[config.mk]
export PLATFORM = sky130hd
export DESIGN_NAME = intcmp_flags
export DESIGN_NICKNAME = d
export VERILOG_FILES = /design/src/rtl/cmpf_pkg.sv /design/src/rtl/cmpf_lane.sv /design/src/rtl/cmpf_core.sv /design/src/rtl/cmpf_ctrl.sv /design/src/rtl/intcmp_flags.sv
export SDC_FILE = /design/constraint.sdc
export NUM_CORES = 1
export LEC_CHECK = 0
export ABC_AREA = 1
export ABC_CLOCK_PERIOD_IN_PS = 3140
export BUFFER_PORTS_ARGS = -buffer_cell sky130_fd_sc_hd__buf_2
export CORE_MARGIN = 3
export CORE_UTILIZATION = 35
export CTS_CLUSTER_SIZE = 8
export DETAILED_ROUTE_END_ITERATION = 12
export MAX_ROUTING_LAYER = met4
export SYNTH_ARGS = -nofsm -noshare
export SYNTH_HDL_FRONTEND = slang
export SYNTH_SLANG_ARGS = --single-unit
[constraint.sdc]
create_clock -name clk -period 3.14 [get_ports clk]
set_input_delay 0.471 -clock clk [delete_from_list [all_inputs] [get_ports clk]]
set_output_delay 0.471 -clock clk [all_outputs]
set_load 0.005 [all_outputs]
[src/rtl/cmpf_pkg.sv]
package cmpf_pkg;
    localparam int FLAG_W = 6;
    localparam int FB_CF  = 0;
    localparam int FB_ZF  = 1;
    localparam int FB_SF  = 2;
    localparam int FB_OF  = 3;
    localparam int FB_AF  = 4;
    localparam int FB_PF  = 5;

    typedef enum logic [1:0] {
        SZ_8  = 2'd0,
        SZ_16 = 2'd1,
        SZ_32 = 2'd2,
        SZ_64 = 2'd3
    } size_e;

    typedef enum logic {
        ST_IDLE = 1'b0,
        ST_DONE = 1'b1
    } ctrl_state_e;
endpackage

[src/rtl/cmpf_lane.sv]
module cmpf_lane #(
    parameter int W = 8
) (
    input  logic [W-1:0] a,
    input  logic [W-1:0] b,
    output logic         cf,
    output logic         zf,
    output logic         sf,
    output logic         of
);
    logic [W:0] diff;

    always_comb begin
        diff = {1'b0, a} - {1'b0, b};
        cf   = diff[W];
        zf   = (diff[W-1:0] == '0);
        sf   = diff[W-1];
        of   = (a[W-1] ^ b[W-1]) & (diff[W-1] ^ a[W-1]);
    end
endmodule

[src/rtl/cmpf_core.sv]
module cmpf_core
    import cmpf_pkg::*;
#(
    parameter int DATA_W = 64,
    parameter int LANES  = 4
) (
    input  logic [DATA_W-1:0] opa,
    input  logic [DATA_W-1:0] opb,
    input  logic [1:0]        size_sel,
    output logic [FLAG_W-1:0] flags_nxt
);
    localparam int SEL_W = $clog2(LANES);

    logic [LANES-1:0] l_cf, l_zf, l_sf, l_of;
    logic [4:0]       nib_diff;
    logic [7:0]       low_byte;
    logic [SEL_W-1:0] sel;

    generate
        for (genvar i = 0; i < LANES; i++) begin : g_lane
            localparam int LW = 8 << i;
            cmpf_lane #(.W(LW)) u_lane (
                .a  (opa[LW-1:0]),
                .b  (opb[LW-1:0]),
                .cf (l_cf[i]),
                .zf (l_zf[i]),
                .sf (l_sf[i]),
                .of (l_of[i])
            );
        end
    endgenerate

    always_comb begin
        sel       = size_sel[SEL_W-1:0];
        nib_diff  = {1'b0, opa[3:0]} - {1'b0, opb[3:0]};
        low_byte  = opa[7:0] - opb[7:0];
        flags_nxt = '0;
        flags_nxt[FB_CF] = l_cf[sel];
        flags_nxt[FB_ZF] = l_zf[sel];
        flags_nxt[FB_SF] = l_sf[sel];
        flags_nxt[FB_OF] = l_of[sel];
        flags_nxt[FB_AF] = nib_diff[4];
        flags_nxt[FB_PF] = ~(^low_byte);
    end

    // an equal result can never also borrow
    always_comb begin
        if (flags_nxt[FB_ZF]) a_zf_no_cf_r3: assert (!flags_nxt[FB_CF]);
    end
endmodule

[src/rtl/cmpf_ctrl.sv]
module cmpf_ctrl
    import cmpf_pkg::*;
(
    input  logic clk,
    input  logic rst_n,
    input  logic in_valid,
    output logic capture,
    output logic done
);
    ctrl_state_e state_q, state_d;

    always_ff @(posedge clk) begin
        if (!rst_n) state_q <= ST_IDLE;
        else        state_q <= state_d;
    end

    always_comb begin
        state_d = state_q;
        unique case (state_q)
            ST_IDLE: if (in_valid)  state_d = ST_DONE;
            ST_DONE: if (!in_valid) state_d = ST_IDLE;
            default: state_d = ST_IDLE;
        endcase
    end

    always_comb begin
        capture = in_valid;
        done    = (state_q == ST_DONE);
    end

    p_done_follows_valid_r2: assert property (@(posedge clk) disable iff (!rst_n)
        in_valid |=> done);
    p_done_needs_valid_r2: assert property (@(posedge clk) disable iff (!rst_n)
        done |-> $past(in_valid));
endmodule

[src/rtl/intcmp_flags.sv]
module intcmp_flags
    import cmpf_pkg::*;
#(
    parameter int DATA_W = 64,
    parameter int LANES  = 4
) (
    input  logic              clk,
    input  logic              rst_n,
    input  logic              in_valid,
    input  logic [1:0]        size_sel,
    input  logic [DATA_W-1:0] opnd_a,
    input  logic [DATA_W-1:0] opnd_b,
    output logic [FLAG_W-1:0] flags_o,
    output logic              done_o
);
    logic [FLAG_W-1:0] flags_nxt;
    logic [FLAG_W-1:0] flags_q;
    logic              capture;
    logic              done;

    cmpf_core #(.DATA_W(DATA_W), .LANES(LANES)) u_core (
        .opa       (opnd_a),
        .opb       (opnd_b),
        .size_sel  (size_sel),
        .flags_nxt (flags_nxt)
    );

    cmpf_ctrl u_ctrl (
        .clk      (clk),
        .rst_n    (rst_n),
        .in_valid (in_valid),
        .capture  (capture),
        .done     (done)
    );

    always_ff @(posedge clk) begin
        if (!rst_n)       flags_q <= '0;
        else if (capture) flags_q <= flags_nxt;
    end

    always_comb begin
        flags_o = flags_q;
        done_o  = done;
    end

    p_hold_idle_r9: assert property (@(posedge clk) disable iff (!rst_n)
        !in_valid |=> $stable(flags_o));
    p_zf_clears_sf_of_r4: assert property (@(posedge clk) disable iff (!rst_n)
        flags_o[FB_ZF] |-> !flags_o[FB_SF] && !flags_o[FB_OF]);
    p_zf_clears_cf_r3: assert property (@(posedge clk) disable iff (!rst_n)
        flags_o[FB_ZF] |-> !flags_o[FB_CF]);
endmodule

==> qor.yml <==
finalWirelength_mm: 25.83
firstDrtPassIters: 5
p_per_area_mw_per_mm2: 212.7
slew-limit-headroom: 0.7061
critical_path.max_fanout: 3
status: "completed"
cts_root_buffer: "clkbuf_16"
die-area_mm2: 0.02209
cp.required_ns: 3.30
numCtsBuffers: 3
die_x_um: 148.6
cts-htree-levels: 1
antenna_found_initial: 0
yosysWarnings: 0
grt-ovfl-total: 0
grt_pass1_vias: 8205
synth_area_leaders: "nand2_1 33%, inv_1 22%, ha_1 12%"
grt_pass1_wl_mm: 40.48
rsz0062_at_grt: "no"
p_leak_nw: 5.741
synth_top_area_cell: "nand2_1"
syn_area_mm2: 0.007119
row_count: 51
drc_errors: 0
hold_violations: 0
syn2layout_area_growth_pct: 18.17
placed_area_mm2: 0.008319
grt_max_degree: 14
hold_path.class: "reg2reg"
nets: 1885
cts.path.max_buffers: 2
vias_per_cell: 4.494
post-place-ws_ns: -0.1750
dpl.hpwl_mm: 23.85
worst_slack_ns: 0.1472
cts_tree: "built"
drt-initial-drc-count: 450
cp-end-kind: "register"
synth_cell_types: 38
synth_ff_type: "dfxtp_1"
place_congestion: 0.9556
postRouteAntennaNets: 0
vias: 8745
setup_viol: 0
finClkSkew_ns: 0
design_area_mm2: 0.008413
synthCells: 1515
synth_seq_area_share: 0.01968
drive_gt1_frac: 0.1576
insertion_delay_ns: 0.22
critical_path_class: "in2reg"
wl_per_cell_um: 13.27
synth.net_count: 1718
max_freq_mhz: 334.1
synth_edf_count: 0
slew_viol_final: 0
clk_pin_slew_ns: 0.04
synth_seq_cells: 7
syn_area_per_cell_um2: 4.699
tns_ns: 0
core_mm2: 0.01972
initial_utilization: 0.3611
netlist.area_leader.share: 0.3311
async_flop_share: 0
io_buffers: 139
period_needed_ns: 2.993
ir_drop_uv: 136.9
worst_pin_slew_ns: 0.4393
post-route-period-util: 0.9531
fp.dieH_um: 148.6
grtUsageTotal: 0.2365
power_mw: 1.789
io_pins: 140
start_kind: "input pin"
cts_sinks: 7
antenna_cells: 0
crit_arrival_ns: 3.15
maxCapViolCount: 0
-- kinds of logic (layout without fill, tap and decap cells) --
| group | count (synthesis) | in the layout | synth area share |
|---|---|---|---|
| compound gates | 73 | 73 | 0.05782 |
| flops | 7 | 7 | 0.01968 |
| simple gates | 905 | 905 | 0.5362 |
| xor+xnor | 28 | 28 | 0.03445 |
| buf+inv | 432 | 598 | 0.2278 |
| fa+ha+maj | 70 | 70 | 0.1241 |
-- what timing repair did --
item,4_1_cts,5_1_grt
gates resized for setup,0,3
setup endpoints to repair,0,1
buffers inserted,0,1
hold buffers,0,0
-- metal layers --
layer | vias up | global-route usage | share of wire
li1 | 4757 | - | -
met1 | 3712 | 0.2941 | 0.44
met3 | 47 | 0.006703 | 0.047
met2 | 229 | 0.4090 | 0.46
met5 | - | - | 0
met4 | 0 | 0.09007 | 0.047
-- Yosys cell counts, drive strengths merged, types with 7 or more instances --
master and count:
nand4 16, o21ai 14, a21oi 46, nand3 66
xor2 19, ha 69, inv 427, dfxtp 7
nand2 658, nor3 15, nor2 137, xnor2 9
-- critical path, cell delays in order --
cell	delay (ns)
buf_2	0.07
inv_1	0.05
ha_1	0.20
fa_1	0.44
nor2_2	0.16
nand2_1	0.06
nand3_1	0.16
xnor2_1	0.17
ha_1	0.18
nand4_1	0.15
nor2_2	0.22
o21a_1	0.14
nand4_1	0.09
nor2_1	0.12
nand2_1	0.07
nor2_1	0.19
nand2_1	0.10
a21oi_2	0.11
-- registers in the layout (all words and copies together) (netlist names) --
register,flops
flags_o,6
u_ctrl.done,1
-- path summary, 6_finish.rpt --
kind | endpoint | start | depth (start not counted) | slack, ns
max | flags_o[1] | opnd_a[0] | 18 | 0.15
min | flags_o[5] | flags_o[5] | 2 | 0.52
max reg2reg | flags_o[1] | flags_o[1] | 2 | 2.46
min reg2reg | flags_o[5] | flags_o[5] | 2 | 0.52
-- placed cells by master, fill, tap and decap left out, types with 16 or more instances in the layout --
| cell type | count |
|---|---|
| inv_1 | 412 |
| buf_4 | 25 |
| nor2_2 | 32 |
| nand2_1 | 627 |
| ha_1 | 69 |
| nand3_1 | 59 |
| buf_2 | 139 |
| nand4_1 | 16 |
| nand2_2 | 29 |
| xor2_1 | 19 |
| a21oi_1 | 44 |
| nor2_1 | 102 |
-- final cells by class --
| cell class | count | area, um2 |
|---|---|---|
| Tap cell | 265 | 331.6 |
| Sequential cell | 7 | 140.1 |
| Timing Repair Buffer | 164 | 883.3 |
| Fill cell | 2402 | 11300 |
| Inverter | 430 | 1614 |
| Multi-Input combinational cell | 1076 | 5365 |
| Clock buffer | 4 | 78.83 |
-- report_power, final --
part           total, mW  leakage, nW  internal (mW)  switching (mW)
combinational       1.47         5.64          0.531           0.943
sequential         0.103       0.0581         0.0991         0.00411
clock              0.213       0.0382          0.169          0.0440
total               1.79         5.74          0.798           0.991
-- stage by stage --
stage	cells	util	hold WS (ns)
6_report	1946	0.4267	0.5201
3_5_place_dp	1941	0.4219	0.5157
3_3_place_gp	1941	0.4219	0.5051
2_1_floorplan	1515	-	0.5138
4_1_cts	1945	0.4259	0.5240
5_1_grt	1946	0.4267	0.5491
(Power assumes the default switching activity.)
